### src/rtl/cfg_guard_pkg.sv
// Package: shared widths, field positions and masks of the guarded
// configuration register. Assumes an 8-bit register layout.
package cfg_guard_pkg;
    localparam int unsigned CFG_W = 8;

    // Bit positions
    localparam int unsigned B_ANA_PWR  = 7;
    localparam int unsigned B_CLK_ALT  = 6;
    localparam int unsigned B_IRQ_EDGE = 5;
    localparam int unsigned B_OSC_WAIT = 4;
    localparam int unsigned B_CLK_MON  = 3;
    localparam int unsigned B_UNUSED   = 2;

    // Protected fields: irq_edge, osc_wait, wdog_rate[1:0]
    localparam logic [CFG_W-1:0] PROT_MASK  = 8'h33;
    // Always-writable fields: ana_pwr, clk_alt, clk_mon
    localparam logic [CFG_W-1:0] FREE_MASK  = 8'hC8;
    localparam logic [CFG_W-1:0] RESET_VAL  = 8'h10;
endpackage

### src/rtl/cfg_window_timer.sv
// Module: counts clock edges since reset release and reports whether the
// protected-write window is still open. Saturates at WINDOW so it never
// wraps. Assumes synchronous active-low reset.
module cfg_window_timer #(
    parameter int unsigned WINDOW = 64
) (
    input  logic clk,
    input  logic rst_n,
    output logic window_open
);
    localparam int unsigned CNT_W = $clog2(WINDOW + 1);
    localparam logic [CNT_W-1:0] CNT_MAX = CNT_W'(WINDOW);

    logic [CNT_W-1:0] cnt;

    // Purpose: saturating count of edges since reset release.
    always_ff @(posedge clk) begin
        if (!rst_n)
            cnt <= '0;
        else if (cnt != CNT_MAX)
            cnt <= cnt + 1'b1;
    end

    assign window_open = (cnt != CNT_MAX);

    p_cnt_sat_r6: assert property (@(posedge clk) disable iff (!rst_n)
        cnt <= CNT_MAX);
    p_window_stays_closed_r6: assert property (@(posedge clk) disable iff (!rst_n)
        !window_open |=> !window_open);
endmodule

### src/rtl/cfg_lock_tracker.sv
// Module: remembers that the one allowed normal-mode protected write has
// happened. Cleared only by reset. Assumes the caller qualifies the
// accepted write.
module cfg_lock_tracker (
    input  logic clk,
    input  logic rst_n,
    input  logic prot_wr_taken,
    output logic wr_done
);
    // Purpose: sticky flag set by the first accepted normal-mode write.
    always_ff @(posedge clk) begin
        if (!rst_n)
            wr_done <= 1'b0;
        else if (prot_wr_taken)
            wr_done <= 1'b1;
    end

    p_done_sticky_r5: assert property (@(posedge clk) disable iff (!rst_n)
        wr_done |=> wr_done);
endmodule

### src/rtl/cfg_guard_reg.sv
// Module: 8-bit configuration register. Free fields are writable at any time.
// Protected fields take one write within WINDOW edges of reset release in
// normal mode, and any number of writes in special mode.
// Assumes cs/wr_en come from an address decoder synchronous to clk.
module cfg_guard_reg
    import cfg_guard_pkg::*;
#(
    parameter int unsigned WINDOW = 64
) (
    input  logic             clk,
    input  logic             rst_n,
    input  logic             special_mode,
    input  logic             cs,
    input  logic             wr_en,
    input  logic [CFG_W-1:0] wdata,
    output logic [CFG_W-1:0] rdata,
    output logic [CFG_W-1:0] cfg_q,
    output logic             locked
);
    logic window_open;
    logic wr_done;
    logic wr_hit;
    logic prot_ok;
    logic [CFG_W-1:0] wr_mask;

    cfg_window_timer #(.WINDOW(WINDOW)) i_timer (
        .clk         (clk),
        .rst_n       (rst_n),
        .window_open (window_open)
    );

    cfg_lock_tracker i_lock (
        .clk           (clk),
        .rst_n         (rst_n),
        .prot_wr_taken (wr_hit && !special_mode && prot_ok),
        .wr_done       (wr_done)
    );

    // Purpose: decide which bits a write may touch this cycle.
    always_comb begin
        wr_hit  = cs && wr_en;
        prot_ok = special_mode || (!wr_done && window_open);
        wr_mask = FREE_MASK | (prot_ok ? PROT_MASK : '0);
    end

    // Purpose: register storage with per-bit write masking.
    always_ff @(posedge clk) begin
        if (!rst_n)
            cfg_q <= RESET_VAL;
        else if (wr_hit)
            cfg_q <= (cfg_q & ~wr_mask) | (wdata & wr_mask);
    end

    assign locked = !special_mode && (wr_done || !window_open);
    assign rdata  = cs ? cfg_q : '0;

    p_bit2_zero_r3: assert property (@(posedge clk) disable iff (!rst_n)
        cfg_q[B_UNUSED] == 1'b0);
    p_prot_frozen_r5: assert property (@(posedge clk) disable iff (!rst_n)
        (locked && !special_mode) |=> $stable(cfg_q & PROT_MASK));
    p_nocs_hold_r9: assert property (@(posedge clk) disable iff (!rst_n)
        !cs |=> $stable(cfg_q));
    p_free_load_r2: assert property (@(posedge clk) disable iff (!rst_n)
        (cs && wr_en) |=> ((cfg_q & FREE_MASK) == ($past(wdata) & FREE_MASK)));
endmodule

### config.mk
export PLATFORM = sky130hd
export DESIGN_NAME = cfg_guard_reg
export DESIGN_NICKNAME = d
export VERILOG_FILES = /design/src/rtl/cfg_guard_pkg.sv /design/src/rtl/cfg_window_timer.sv /design/src/rtl/cfg_lock_tracker.sv /design/src/rtl/cfg_guard_reg.sv
export SDC_FILE = /design/constraint.sdc
export NUM_CORES = 1
export LEC_CHECK = 0
export ABC_AREA = 1
export BUFFER_PORTS_ARGS = -buffer_cell sky130_fd_sc_hd__buf_4
export CELL_PAD_IN_SITES_DETAIL_PLACEMENT = 0
export CELL_PAD_IN_SITES_GLOBAL_PLACEMENT = 1
export CORE_MARGIN = 3
export CORE_UTILIZATION = 29
export CTS_CLUSTER_DIAMETER = 60
export DETAILED_ROUTE_END_ITERATION = 6
export HOLD_SLACK_MARGIN = 0.06
export PLACE_DENSITY = 0.84
export RECOVER_POWER = 25
export SLEW_MARGIN = 40
export SYNTH_ARGS = -nofsm -noshare
export SYNTH_HDL_FRONTEND = slang
export SYNTH_HIERARCHICAL = 1
export SYNTH_SLANG_ARGS = --single-unit
### constraint.sdc
create_clock -name clk -period 1.4 [get_ports clk]
set_input_delay 0 -clock clk [delete_from_list [all_inputs] [get_ports clk]]
set_output_delay 0 -clock clk [all_outputs]
set_load 0.02 [all_outputs]
Yosys cells after proc, flatten, opt, wreduce, memory -nomap -nowiden
Cells that the tools add are included.

Add/sub/neg operators: 1. Eq/ne operators: 1. Multiplexer cells: 2. Bitwise operators: 4. Reductions and logical operators: 10.

Operators by type and width (number): $and 8x8->8 (2); $mux 8 (1); $not 8->8 (1); $or 8x8->8 (1); $add 7x1->7 const B (1); $ne 7x7->1 const B (1); $mux 6 (1); $logic_and 1x1->1 (5); $logic_not 1->1 (3); $logic_or 1x1->1 (2).

Register bits after elaboration: 16. Input bits: 13. Output and inout port bits: 17. Word-level logic and storage cells: 21.

Longest topological paths before layout
Depth in word-level cells: 7. Depth in mapped cells: 11. Gate-level depth less buffers: 11.

Cells and area by module
Netlist, hierarchy kept.

Modules (own cells, without submodules): cfg_guard_reg (times used 1, cells an instance 62, area each 432.9 µm², sequential area each 140.1 µm²); cfg_window_timer (times used 1, cells an instance 52, area each 365.4 µm², sequential area each 140.1 µm²); cfg_lock_tracker (times used 1, cells an instance 4, area each 31.3 µm², sequential area each 20.0 µm²).

Worst setup path after synthesis
Ideal clock, no wire load.

Path type: reg-to-reg. Start: reg i_timer.cnt[0]. End: reg i_lock.wr_done. Library setup time: 0.111 ns. Arrival: 1.187 ns. Required time: 1.289 ns. Slack: 0.101 ns. Stages on the path, launching flop included: 12. Path buffers: 0. Clock period less this slack: 1.299 ns. Cells stage by stage: dfxtp_1 inv_2 ha_1 nand2_2 nor2_4 inv_1 nand2_1 nand2_4 nand2_2 nor2_1 nor2_1 nor2_1.

Word-level cells in the longest chain between the ends: 4.

Ends and longest elaborated chain: from (decl) (RTL line cfg_window_timer.sv:14) `logic [CNT_W-1:0] cnt;`; from (signal assigned) (RTL line cfg_window_timer.sv:21) `cnt <= cnt + 1'b1;`; $ne 7x7->1 (RTL line cfg_window_timer.sv:24) `assign window_open = (cnt != CNT_MAX);`; net window_open (RTL line cfg_guard_reg.sv:20) `logic window_open;`; $logic_and 1x1->1 (RTL line cfg_guard_reg.sv:42) `prot_ok = special_mode || (!wr_done && window_open);`; $logic_or 1x1->1 (RTL line cfg_guard_reg.sv:42); $logic_and 1x1->1 (RTL line cfg_guard_reg.sv:35) `.prot_wr_taken (wr_hit && !special_mode && prot_ok),`; to (signal assigned) (RTL line cfg_lock_tracker.sv:13) `wr_done <= 1'b0;`; to (signal assigned) (RTL line cfg_lock_tracker.sv:15) `wr_done <= 1'b1;`; to (decl) (RTL line cfg_lock_tracker.sv:8) `output logic wr_done`.

The timed path passes the listed nets, and every way through them passes these cells. A chain may end at the register's enable or synchronous reset.

Worst setup path in the final report
Start: reg i_timer.cnt[0]. End: out locked.

Word-level cells in the longest chain between the ends: 4.

Ends and longest elaborated chain: $ne 7x7->1 (RTL line cfg_window_timer.sv:24); net window_open (RTL line cfg_guard_reg.sv:20); $logic_not 1->1 (RTL line cfg_guard_reg.sv:54) `assign locked = !special_mode && (wr_done || !window_open);`; $logic_or 1x1->1 (RTL line cfg_guard_reg.sv:54); $logic_and 1x1->1 (RTL line cfg_guard_reg.sv:54); to (decl) (RTL line cfg_guard_reg.sv:18) `output logic locked`.

The timed path passes the listed nets, and every way through them passes these cells.

==> metrics.yaml <==
status: "finished clean"
cp-start-kind: "flip-flop"
die-area_um2: 3540
gp_congestion: 0.731
synthTopCellsByArea: "dfxtp_1 36%, nand2_1 10%, inv_1 9.0%"
netlist.area_leader.share_pct: 36.2
p_int_mw: 0.680
syn_to_final_growth_pct: 47.5
hold_depth: 5
ys_ff_latch: 15
root_buffer: "clkbuf_4"
drt-initial-drc-count: 12
die_w_um: 59.5
slew_violations: 0
cts_inserted_buffers: 3
grt_overflow: 0
routed_wl_mm: 1.86
avgRoutedWirePerCell_um: 9.65
route.detailed.drc: 0
fin_tns_setup_ns: 0
cts_tree: "built"
final_cell_mix: "23 x buf_4, 22 x nand2_1, 18 x nor2_1, 17 x inv_1, 14 x dfxtp_1"
die_y_um: 59.5
synth-seq-area-share_pct: 36.2
power_frac_comb_pct: 26.0
port_buffers: 26
crit_fanout: 3
core_region_area_um2: 2590
vias_per_cell: 4.30
worst-setup-path-type: "flip-flop to output port"
total_power_mw: 0.971
period_share_pct: 93.9
start_util_pct: 32.0
track_usage_pct: 11.8
cp.arrival_ns: 1.31
dp_cells: 175
rows: 18
worstSkewPairLatency_ns: 0.28
fin_crit_ns: 1.31
cts_sinks: 15
synth_area_um2: 830
grt_max_degree: 12
diodes: 0
final-instance-count-excl-fill: 193
final_common_cell: "buf_4"
min_path_type: "primary input to flip-flop"
p_seq_share_pct: 48.2
ant_nets: 0
p_switching_mw: 0.290
dr.pass1.iters: 4
yosys_warnings: 6
clock_power_share_pct: 25.7
antenna_found_initial: 0
crit_required_ns: 1.40
boundaryPins: 30
fin_ws_ns: 0.0859
irDropWorstVdd_mv: 0.554
end_kind: "output port"
clock.fmax_ghz: 0.761
p_sw_share_pct: 29.9
htreeDepth: 1
finClkSkew_ns: 0.00383
vias: 830
clockBufferDepth: 2
reg2reg_depth: 10
yosys.area.top_type: "dfxtp_1"
finalHoldViolations: 0
clk_pin_slew_ns: 0.09
drive_gt1_share_pct: 30.1
dp_slack_ns: 0.0281
synth.distinct_cells: 24
nets: 179
avgSynthCellArea_um2: 7.03
cap_violations: 0
timing.hold.ws_ns: 0.152
setup_violations: 0
netlist_instances: 118
grt_pass1_wl_mm: 3.20
dp_hpwl_mm: 1.33
grt_pass1_vias: 771
p_per_area_nw_per_um2: 793
p_leak_nw: 0.599
[power groups by stage]
stage / combinational (mW) / sequential (mW) / clock, mW
finish: 0.253 / 0.468 / 0.250
global route: 0.280 / 0.472 / 0.281
CTS: 0.252 / 0.467 / 0.264
detailed placement: 0.221 / 0.476 / 0
global placement: 0.217 / 0.475 / 0
floorplan: 0.120 / 0.495 / 0
[Yosys cell counts]
library cell / number
nand4_1: 1
nor2_2: 3
dfxtp_1: 15
nor2_4: 1
a21oi_2: 3
nand3_2: 2
ha_1: 2
nand2_2: 2
inv_2: 1
nand3_1: 9
buf_4: 2
inv_4: 1
xor2_1: 1
a21oi_1: 3
xnor2_1: 1
conb_1: 1
inv_1: 20
nor3_1: 1
buf_6: 1
o21ai_0: 4
buf_8: 1
nand2_1: 23
nand2_4: 2
nor2_1: 18
[cell type report]
type / instances / area, um2
clock buffers: 4 / 26.3
fillers: 261 / 1370
well taps: 30 / 37.5
flip-flops and latches: 15 / 302
multi-input cells: 78 / 432
inverters: 22 / 85.1
repair buffers: 44 / 342
[routing by layer]
metal	GRT usage, %	up-vias	routed length, um
met2	20.6	23	940
met5	0	-	0
met4	2.91	0	19
met3	3.49	2	88
met1	13.9	361	814
li1	-	444	-
[worst paths after layout]
check,slack [ns],from,endpoint
worst max-delay path,0.09,i_timer/cnt[0],locked
worst min-delay path,0.15,wr_en,cfg_q[7]
worst max register to register,0.10,i_timer/cnt[0],flip-flop
worst min register to register,0.48,i_timer/cnt[5],i_timer/cnt[5]
[metrics by stage]
stage,instance area (um2),util (%)
2_1_floorplan,833,-
3_3_place_gp,1050,40.7
3_5_place_dp,1050,40.7
4_1_cts,1220,47.2
5_1_grt,1220,47.2
6_report,1220,47.2
[cell families after synthesis]
| group | count (synthesis) | synth area share, % |
|---|---|---|
| xor+xnor | 2 | 2.11 |
| buf+inv | 26 | 15.2 |
| fa+ha+maj | 2 | 3.02 |
| compound gates | 10 | 7.39 |
| flops | 15 | 36.2 |
| simple gates | 62 | 35.6 |
| other cells | 1 | 0.452 |
[critical path, cell delays in order, from the launching register on]
cell     delay (ns)
dfxtp_2        0.33
inv_2          0.08
ha_4           0.14
nand2_4        0.05
nor2_4         0.11
inv_2          0.04
nand2_2        0.06
nand2_4        0.06
inv_2          0.05
buf_6          0.10
[what timing repair did]
action | 4_1_cts | 5_1_grt
endpoints found under the setup margin | 1 | 5
endpoints found under the hold margin | 10 | 0
setup buffers | 2 | 0
gates resized for setup | 3 | 8
pin swaps | 3 | 5
hold buffers | 12 | 0
(Power assumes the default switching activity.)
